--- config.mk ---
export PLATFORM = sky130hd
export DESIGN_NAME = spi3w_cfg_port
export DESIGN_NICKNAME = d
export VERILOG_FILES = /design/src/rtl/spi3w_pkg.sv /design/src/rtl/spi3w_sync.sv /design/src/rtl/spi3w_regbank.sv /design/src/rtl/spi3w_fsm.sv /design/src/rtl/spi3w_cfg_port.sv
export SDC_FILE = /design/constraint.sdc
export NUM_CORES = 1
export LEC_CHECK = 0
export BUFFER_PORTS_ARGS = -buffer_cell sky130_fd_sc_hd__buf_4
export CORE_MARGIN = 8
export CORE_UTILIZATION = 35
export CTS_CLUSTER_SIZE = 25
export DETAILED_ROUTE_END_ITERATION = 16
export PLACE_DENSITY = 0.46
export SKIP_LAST_GASP = 1
export SLEW_MARGIN = 30
export SYNTH_ARGS = -nofsm -noshare
export SYNTH_HDL_FRONTEND = slang
export SYNTH_SLANG_ARGS = --single-unit
--- constraint.sdc ---
create_clock -name clk -period 2.5 [get_ports clk]
set_input_delay 0.25 -clock clk [delete_from_list [all_inputs] [get_ports clk]]
set_output_delay 0.25 -clock clk [all_outputs]
set_load 0.05 [all_outputs]
--- src/rtl/spi3w_pkg.sv ---
package spi3w_pkg;
    localparam int ADDR_W  = 13;
    localparam int BYTE_W  = 8;
    localparam int INSTR_W = 16;
    localparam int CNT_W   = 4;
    localparam int LEN_W   = 2;

    typedef enum logic [2:0] {
        ST_IDLE,
        ST_INSTR,
        ST_WDATA,
        ST_RDATA,
        ST_DONE
    } spi_state_e;
endpackage

--- src/rtl/spi3w_sync.sv ---
module spi3w_sync #(
    parameter int STAGES = 2
) (
    input  logic clk,
    input  logic rst_n,
    input  logic sclk_in,
    input  logic csn_in,
    input  logic sdi_in,
    output logic sclk_rise,
    output logic sclk_fall,
    output logic cs_active,
    output logic sdi_s
);
    // bit 2: serial clock, bit 1: select (idle high), bit 0: data
    localparam logic [2:0] IDLE_VAL = 3'b010;

    logic [2:0] pipe_q [STAGES];
    logic       sclk_prev_q;
    logic [2:0] last;

    always_ff @(posedge clk or negedge rst_n) begin
        if (!rst_n) begin
            for (int i = 0; i < STAGES; i++) pipe_q[i] <= IDLE_VAL;
            sclk_prev_q <= 1'b0;
        end else begin
            pipe_q[0] <= {sclk_in, csn_in, sdi_in};
            for (int i = 1; i < STAGES; i++) pipe_q[i] <= pipe_q[i-1];
            sclk_prev_q <= pipe_q[STAGES-1][2];
        end
    end

    assign last      = pipe_q[STAGES-1];
    assign sclk_rise = last[2] && !sclk_prev_q;
    assign sclk_fall = !last[2] && sclk_prev_q;
    assign cs_active = !last[1];
    assign sdi_s     = last[0];
endmodule

--- src/rtl/spi3w_regbank.sv ---
module spi3w_regbank #(
    parameter int NUM_REGS = 8,
    parameter int ADDR_W   = 13,
    parameter int DATA_W   = 8
) (
    input  logic              clk,
    input  logic              rst_n,
    input  logic              we,
    input  logic [ADDR_W-1:0] addr,
    input  logic [DATA_W-1:0] wdata,
    output logic [DATA_W-1:0] rdata
);
    logic [DATA_W-1:0] regs_q [NUM_REGS];

    for (genvar g = 0; g < NUM_REGS; g++) begin : g_reg
        always_ff @(posedge clk or negedge rst_n) begin
            if (!rst_n)
                regs_q[g] <= '0;
            else if (we && addr == ADDR_W'(g))
                regs_q[g] <= wdata;
        end
    end

    // addresses with no register fall through to zero
    always_comb begin
        rdata = '0;
        for (int i = 0; i < NUM_REGS; i++)
            if (addr == ADDR_W'(i)) rdata = regs_q[i];
    end
endmodule

--- src/rtl/spi3w_fsm.sv ---
module spi3w_fsm
    import spi3w_pkg::*;
(
    input  logic              clk,
    input  logic              rst_n,
    input  logic              cs_active,
    input  logic              sclk_rise,
    input  logic              sclk_fall,
    input  logic              sdi,
    input  logic [BYTE_W-1:0] rd_data,
    output logic              reg_we,
    output logic [ADDR_W-1:0] reg_addr,
    output logic [BYTE_W-1:0] reg_wdata,
    output logic              sdo,
    output logic              sdo_oe,
    output spi_state_e        state_q,
    output logic              read_q
);
    localparam int RW_POS = INSTR_W - 1;
    localparam int LEN_LO = INSTR_W - 1 - LEN_W;

    spi_state_e          next_state;
    logic [CNT_W-1:0]    bit_cnt_q;
    logic [INSTR_W-2:0]  in_shift_q;
    logic [INSTR_W-1:0]  instr_word;
    logic [LEN_W-1:0]    left_q;
    logic                stream_q;
    logic [ADDR_W-1:0]   addr_q;
    logic [BYTE_W-1:0]   tx_q;
    logic                load_q;
    logic                sdo_q;
    logic                oe_q;
    logic                instr_end;
    logic                byte_end;
    logic                burst_over;

    assign instr_word = {in_shift_q, sdi};
    assign instr_end  = sclk_rise && bit_cnt_q == CNT_W'(INSTR_W - 1);
    assign byte_end   = sclk_rise && bit_cnt_q == CNT_W'(BYTE_W - 1);
    assign burst_over = !stream_q && left_q == '0;

    // next-state decision
    always_comb begin
        next_state = state_q;
        unique case (state_q)
            ST_IDLE:  next_state = ST_INSTR;
            ST_INSTR: if (instr_end)
                          next_state = instr_word[RW_POS] ? ST_RDATA : ST_WDATA;
            ST_WDATA: if (byte_end && burst_over) next_state = ST_DONE;
            ST_RDATA: if (byte_end && burst_over) next_state = ST_DONE;
            ST_DONE:  next_state = ST_DONE;
            default:  next_state = ST_IDLE;
        endcase
        if (!cs_active) next_state = ST_IDLE;
    end

    // state register
    always_ff @(posedge clk or negedge rst_n) begin
        if (!rst_n) state_q <= ST_IDLE;
        else        state_q <= next_state;
    end

    // datapath and outputs
    always_ff @(posedge clk or negedge rst_n) begin
        if (!rst_n) begin
            bit_cnt_q  <= '0;
            in_shift_q <= '0;
            left_q     <= '0;
            stream_q   <= 1'b0;
            addr_q     <= '0;
            tx_q       <= '0;
            load_q     <= 1'b0;
            sdo_q      <= 1'b0;
            oe_q       <= 1'b0;
            read_q     <= 1'b0;
        end else if (!cs_active) begin
            bit_cnt_q <= '0;
            load_q    <= 1'b0;
            oe_q      <= 1'b0;
            read_q    <= 1'b0;
        end else begin
            unique case (state_q)
                ST_INSTR: begin
                    oe_q <= 1'b0;
                    if (sclk_rise) begin
                        in_shift_q <= instr_word[INSTR_W-2:0];
                        bit_cnt_q  <= bit_cnt_q + CNT_W'(1);
                    end
                    if (instr_end) begin
                        bit_cnt_q <= '0;
                        read_q    <= instr_word[RW_POS];
                        left_q    <= instr_word[RW_POS-1:LEN_LO];
                        stream_q  <= &instr_word[RW_POS-1:LEN_LO];
                        addr_q    <= instr_word[ADDR_W-1:0];
                        load_q    <= instr_word[RW_POS];
                    end
                end
                ST_WDATA, ST_RDATA: begin
                    if (sclk_rise) begin
                        in_shift_q <= instr_word[INSTR_W-2:0];
                        bit_cnt_q  <= bit_cnt_q + CNT_W'(1);
                    end
                    if (byte_end) begin
                        bit_cnt_q <= '0;
                        addr_q    <= addr_q + ADDR_W'(1);
                        if (!stream_q) left_q <= left_q - LEN_W'(1);
                        load_q    <= (state_q == ST_RDATA);
                    end
                    if (state_q == ST_RDATA) begin
                        if (load_q) begin
                            tx_q   <= rd_data;
                            load_q <= 1'b0;
                        end else if (sclk_fall) begin
                            oe_q  <= 1'b1;
                            sdo_q <= tx_q[BYTE_W-1];
                            tx_q  <= {tx_q[BYTE_W-2:0], 1'b0};
                        end
                    end else begin
                        oe_q <= 1'b0;
                    end
                end
                default: begin
                    oe_q   <= 1'b0;
                    load_q <= 1'b0;
                end
            endcase
        end
    end

    assign reg_we    = (state_q == ST_WDATA) && byte_end && cs_active;
    assign reg_addr  = addr_q;
    assign reg_wdata = instr_word[BYTE_W-1:0];
    assign sdo       = sdo_q;
    assign sdo_oe    = oe_q;
endmodule

--- src/rtl/spi3w_cfg_port.sv ---
module spi3w_cfg_port
    import spi3w_pkg::*;
#(
    parameter int NUM_REGS    = 8,
    parameter int SYNC_STAGES = 2
) (
    input  logic clk,
    input  logic rst_n,
    input  logic spi_sclk,
    input  logic spi_cs_n,
    input  logic spi_sdio_in,
    output logic spi_sdio_out,
    output logic spi_sdio_oe
);
    logic              sclk_rise;
    logic              sclk_fall;
    logic              cs_active;
    logic              sdi_s;
    logic              reg_we;
    logic [ADDR_W-1:0] reg_addr;
    logic [BYTE_W-1:0] reg_wdata;
    logic [BYTE_W-1:0] reg_rdata;
    spi_state_e        fsm_state;
    logic              read_q;

    spi3w_sync #(.STAGES(SYNC_STAGES)) u_sync (
        .clk       (clk),
        .rst_n     (rst_n),
        .sclk_in   (spi_sclk),
        .csn_in    (spi_cs_n),
        .sdi_in    (spi_sdio_in),
        .sclk_rise (sclk_rise),
        .sclk_fall (sclk_fall),
        .cs_active (cs_active),
        .sdi_s     (sdi_s)
    );

    spi3w_fsm u_fsm (
        .clk       (clk),
        .rst_n     (rst_n),
        .cs_active (cs_active),
        .sclk_rise (sclk_rise),
        .sclk_fall (sclk_fall),
        .sdi       (sdi_s),
        .rd_data   (reg_rdata),
        .reg_we    (reg_we),
        .reg_addr  (reg_addr),
        .reg_wdata (reg_wdata),
        .sdo       (spi_sdio_out),
        .sdo_oe    (spi_sdio_oe),
        .state_q   (fsm_state),
        .read_q    (read_q)
    );

    spi3w_regbank #(
        .NUM_REGS (NUM_REGS),
        .ADDR_W   (ADDR_W),
        .DATA_W   (BYTE_W)
    ) u_regs (
        .clk   (clk),
        .rst_n (rst_n),
        .we    (reg_we),
        .addr  (reg_addr),
        .wdata (reg_wdata),
        .rdata (reg_rdata)
    );
endmodule

* After elaboration in Yosys (flattened, before gate mapping) *
Cells that the tools add are included.

storage, ports and cells
  bits in registers = 120
  output and inout bits = 2
  input port bits = 5
  word-level logic and storage cells = 121

cells by class
  add/subtract/negate cells = 3
  bitwise operators = 2
  equality and inequality tests = 20
  reduce and logical (&&, ||, !) cells = 37
  mux-type cells = 38

operator list
  cell                   number
  $mux 8                 10
  $eq 13x3->1 const B    4
  $eq 13x2->1 const B    2
  $mux 13                2
  $pmux 13 s2            1
  $logic_and 1x1->1      16
  $mux 4                 4
  $add 13x1->13 const B  1
  $eq 13x1->1 const B    1
  $logic_not 13->1       1
  $pmux 3 s4             1
  $mux 1                 11
  $reduce_and 5->1       2
  $mux 3                 3
  $ne 4x4->1 const B     2
  $pmux 4 s2             1
  $reduce_and 4->1       2
  $eq 3x2->1 const B     2
  $mux 2                 3
  $reduce_and 2->1       3
  $reduce_and 3->1       2
  $add 4x1->4 const B    1
  $eq 4x3->1 const B     1
  $eq 4x4->1 const B     1
  other kinds (17)       23

* Logic depth before layout (Yosys ltp) *
  depth after elaboration = 10
  mapped depth = 8
  depth with buffers taken out = 7

* Hierarchy *
From an unflattened synthesis, not the netlist that was laid out.

unflattened totals
  cells, all modules = 483
  area, all modules = 5,944.5 um^2

modules (own cells, without submodules)
  module         cells an instance  times used  area each (um^2)  sequential area each (um^2)
  spi3w_regbank  208                1           3,118.0           1,601.5
  spi3w_fsm      265                1           2,630.0           1,251.2
  spi3w_sync     10                 1           196.4             177.7

* Worst setup path after synthesis *
No wires, ideal clock.

  path kind = flip-flop to flip-flop
  from = register u_fsm.bit_cnt_q[0]
  to = register u_regs.regs_q[0] in the netlist's numbering
  slack = 0.638 ns
  data required time = 2.375 ns
  path buffers = 2
  arrival time = 1.737 ns
  clock period less this slack = 1.862 ns
  stages on the path, launching flop included = 8
  setup time = 0.125 ns
  path through = dfrtp_1 -> ha_1 -> and4b_1 -> clkbuf_8 -> nand4b_2 -> or2_2 -> buf_2 -> mux2_2

between the ends
  cells in the longest elaborated chain, start to end = 5

ends and longest elaborated chain
  item                             line                 RTL
  from (decl)                      spi3w_fsm.sv:23      logic [CNT_W-1:0] bit_cnt_q;
  from (signal assigned)           spi3w_fsm.sv:87      bit_cnt_q <= bit_cnt_q + CNT_W'(1);
  from (signal assigned)           spi3w_fsm.sv:101     bit_cnt_q <= bit_cnt_q + CNT_W'(1);
  $eq 4x3->1                       spi3w_fsm.sv:39      assign byte_end = sclk_rise && bit_cnt_q == CNT_W'(BYTE_W - 1);
  $logic_and 1x1->1                spi3w_fsm.sv:39
  $logic_and 1x1->1 (2 in a row)   spi3w_fsm.sv:130     assign reg_we = (state_q == ST_WDATA) && byte_end && cs_active;
  $logic_and 1x1->1                spi3w_regbank.sv:19  else if (we && addr == ADDR_W'(g))
  to (signal, indexed assignment)  spi3w_regbank.sv:20  regs_q[g] <= wdata;
  to (decl)                        spi3w_regbank.sv:13  logic [DATA_W-1:0] regs_q [NUM_REGS];

Every way passes these cells.
A chain may end at the register's enable or synchronous reset.

* Worst setup path in the final report *
  from = register u_fsm.addr_q[0], in the netlist u_fsm.reg_addr[0]
  to = register u_fsm.tx_q[7]

between the ends
  cells in the longest elaborated chain, start to end = 10
  elaborated cells on any way between the ends = 17
  classes of those cells = eq/ne (7); mux (9); reduce/logical (1)

ends and longest elaborated chain
  item                    line                 RTL
  from (decl)             spi3w_fsm.sv:28      logic [ADDR_W-1:0] addr_q;
  from (signal assigned)  spi3w_fsm.sv:94      addr_q <= instr_word[ADDR_W-1:0];
  from (signal assigned)  spi3w_fsm.sv:105     addr_q <= addr_q + ADDR_W'(1);
  $logic_not 13->1        spi3w_regbank.sv:28  if (addr == ADDR_W'(i)) rdata = regs_q[i];
  $mux 8 (7 in a row)     spi3w_regbank.sv:28
  $mux 8 *                spi3w_regbank.sv:28
  $mux 8 *                spi3w_fsm.sv:110     if (load_q) begin
  to (signal assigned)    spi3w_fsm.sv:111     tx_q <= rd_data;
  to (signal assigned)    spi3w_fsm.sv:116     tx_q <= {tx_q[BYTE_W-2:0], 1'b0};
  to (decl)               spi3w_fsm.sv:29      logic [BYTE_W-1:0] tx_q;

Every way passes the cells marked *; elsewhere a longest branch is shown, timed or not.

==> summary.txt <==
Yosys
  • Seq/Total Area, Yosys: 0.5015
  • Syn Std Cell Area: 0.005993 mm^2
  • Mapped Avg Cell Area: 11.16 um^2
  • Ys flop type: dfrtp_1
  • Number of synthesized register bits: 120
  • Most common library cells after synthesis: dfrtp_1 (118), mux2_2 (72), a21oi_1 (39), nand2_1 (37), o21ai_0 (30)
  • Cell variety after synth: 68
  • Synth top area share: 0.4927
  • Syn. warnings: 0
  • Number of synthesized flops with an enable pin: 0
  • Most frequent cell after synthesis: dfrtp_1
  • Asr flop ratio synth: 1.000
  • Synthesized instance count: 537
  • Synth area leader: dfrtp_1
  • Top post-synthesis cells by area: dfrtp_1 (49%), mux2_2 (14%), a21oi_1 (3.3%)
  • Synthesized Nets: 548

CTS
  • CTS H-tree lvls: 4
  • Clock latency on the worst-skew pair: 0.41 ns
  • Num CTS Buffers: 17
  • CTS Buffer Depth: 2
  • Clock sink count: 120
  • CTS tree: built
  • Post-CTS setup buffers: 0
  • Clock tree root driver cell: clkbuf_16
  • Clock Pin Slew Worst Setup and Hold Paths: 0.06 ns

STA
  • Setup repair after global routing missed its margin: false
  • Final TNS setup: 0 ns
  • Fin crit period: 2.299 ns
  • Final hold vios: 0
  • Final worst-path cycle share: 0.9195
  • Worst-Margin Slew: 0.7173 ns
  • Slew Limit Headroom: 0.5218
  • Skew final: 0.008199 ns
  • Final setup violation count: 0
  • Max Slew Vio Count: 0
  • Achievable Freq: 0.4350 GHz

Finish
  • Fill cell count: 1,661
  • Final Net Count: 556
  • Share of post-route cells with drive strength above 1: 0.2765
  • FF/Latch Area: 0.003005 mm^2
  • Final Util: 0.4033
  • Area of the multi-input gates: 0.002695 mm^2
  • Area Growth Syn to Fin: 14.36%
  • Antenna cells: 0

Drt
  • Remaining antenna violation count after routing: 0
  • Drt total wl: 14,870 um
  • Vias/cell: 5.350
  • First drt pass iteration count: 5
  • WL per Instance: 19.01 um
  • DRC: 0
  • Initial drt markers: 260
  • DR vias: 4,184

Floorplan
  • Initial Util: 0.3526
  • Core area: 0.01700 mm^2
  • DIE AREA: 0.02157 mm^2
  • I/O pins: 7
  • Die Span X: 146.9 um
  • Die Ht: 146.9 um
  • Std-Cell Rows: 48

Global routing
  • Tot GR Track Use: 0.1450
  • Global-route wire length before repair: 24,360 um
  • GR Overflow Total: 0
  • Initial antenna violation count: 0
  • Vias in the first global route: 4,264
  • Largest net degree at the start of global routing: 47

Critical path
  • Worst path most repeated cell: a211oi_1
  • Crit path max fanout: 14
  • Worst path max stage delay: 0.55 ns
  • CP arrival: 2.61 ns
  • Slowest stage cell, crit path: ha_1
  • Critical path launch point type: flip-flop
  • Worst setup EP type: flip-flop
  • CP required: 2.82 ns
  • Critical path type: reg -> reg
  • CP cell instances: ha_1 > or2_2 > a21oi_1 > a211oi_1 > o22ai_1 > a211oi_1

Flow run
  • Maxcap violations: 0

Hold path
  • Worst min path class: reg -> reg

Pwr
  • Leak Pwr: 3.174 nW
  • VDD IR-drop max: 0.4560 mV
  • Power Dens Cells: 691.3 mW/mm^2

Placed design
  • RePlAce Congestion: 0.8106
  • IO buf count: 6
  • Post-DP HPWL: 9967 um

Status
  • Status: finished, final reports clean
stage by stage:
step | cell area [um^2] | power, mW | worst slack (ns) | instances | hold slack [ns]
2_1_floorplan | 5993 | 2.160 | 0.6380 | 537 | -0.04559
3_3_place_gp | 6206 | 2.306 | 0.1741 | 746 | 0.2853
3_5_place_dp | 6206 | 2.311 | 0.1888 | 746 | 0.2801
4_1_cts | 6847 | 4.812 | 0.1744 | 781 | 0.3533
5_1_grt | 6854 | 4.930 | 0.07280 | 782 | 0.3612
6_report | 6854 | 4.738 | 0.2012 | 782 | 0.3504
timing repair:
action | 4_1_cts | 5_1_grt
endpoints found under the hold margin | 40 | 0
hold buffers | 4 | 0
endpoints found under the setup margin | 0 | 1
resized for setup | 0 | 1
state kept, by name (all words and copies together) (netlist names):
signal	flops
u_fsm.sdo_oe	1
u_fsm.stream_q	1
u_sync.pipe_q	3
u_fsm.bit_cnt_q	4
u_sync.last	3
u_sync.sclk_prev_q	1
u_fsm.tx_q	8
u_fsm.in_shift_q	15
u_fsm.left_q	2
u_fsm.load_q	1
u_fsm.reg_addr	13
u_fsm.sdo	1
u_regs.regs_q	64
u_fsm.state_q	3
cells by family (layout without fill, tap and decap cells):
logic type,after synthesis,in the layout,synth area share
xor+xnor,3,3,0.004385
flops,120,120,0.5015
buf+inv,52,72,0.04927
compound gates,137,137,0.1472
mux,82,82,0.1537
fa+ha+maj,6,6,0.01253
simple gates,137,137,0.1315
worst max-delay path, delay by kind of cell, from the launching register on:
| family | cells | cell delay (ns) |
|---|---|---|
| AO/OA/AOI/OAI | 4 | 0.90 |
| adder cells (fa/ha/maj) | 1 | 0.55 |
| flip-flops | 1 | 0.42 |
| AND/OR/NAND/NOR | 1 | 0.33 |
routing by layer:
metal | vias to the layer above | track usage | share of wire
met4 | 0 | 0.04379 | 0.0094
met2 | 53 | 0.2422 | 0.50
met5 | - | 0 | 0
li1 | 1979 | - | -
met3 | 12 | 0.03537 | 0.029
met1 | 2140 | 0.1816 | 0.46
cells in the final DEF (no fill, tap or decap), drive strengths merged, types with 6 or more instances in the layout:
cell / instances
nor3: 8
clkbuf: 23
nand3: 11
o22ai: 12
nor2b: 13
nor2: 25
o21ai: 30
buf: 22
nand4: 6
dfrtp: 118
mux2: 80
o31ai: 9
nand2: 44
inv: 15
a21oi: 39
ha: 6
final cells by class:
class                      count  area share
clock buffer                  23     0.07411
clock inverter                 8     0.01351
sequential                   120      0.4385
tap                          225     0.04107
multi-input combinational    365      0.3932
timing repair buffer          26     0.03140
inverter                      15    0.008215
power by group:
| part | internal (mW) | total (mW) | switching, mW |
|---|---|---|---|
| Clock | 1.61 | 2.47 | 0.858 |
| Combinational | 0.0594 | 0.126 | 0.0669 |
| Sequential | 1.98 | 2.14 | 0.160 |
path summary, 6_finish.rpt:
check,from,slack [ns],end,cells after the start
min in group asynchronous,rst_n,0.38,u_fsm.reg_addr[1],2
worst min register to register,u_sync.pipe_q[5],0.35,u_sync.last[2],0
max in group asynchronous,rst_n,1.25,u_regs.regs_q[25],3
worst min-delay path,u_sync.pipe_q[5],0.35,u_sync.last[2],0
worst max-delay path,u_fsm.reg_addr[0],0.20,u_fsm.tx_q[7],6
worst max register to register,u_fsm.reg_addr[0],0.20,u_fsm.tx_q[7],6
(Power assumes the default switching activity.)
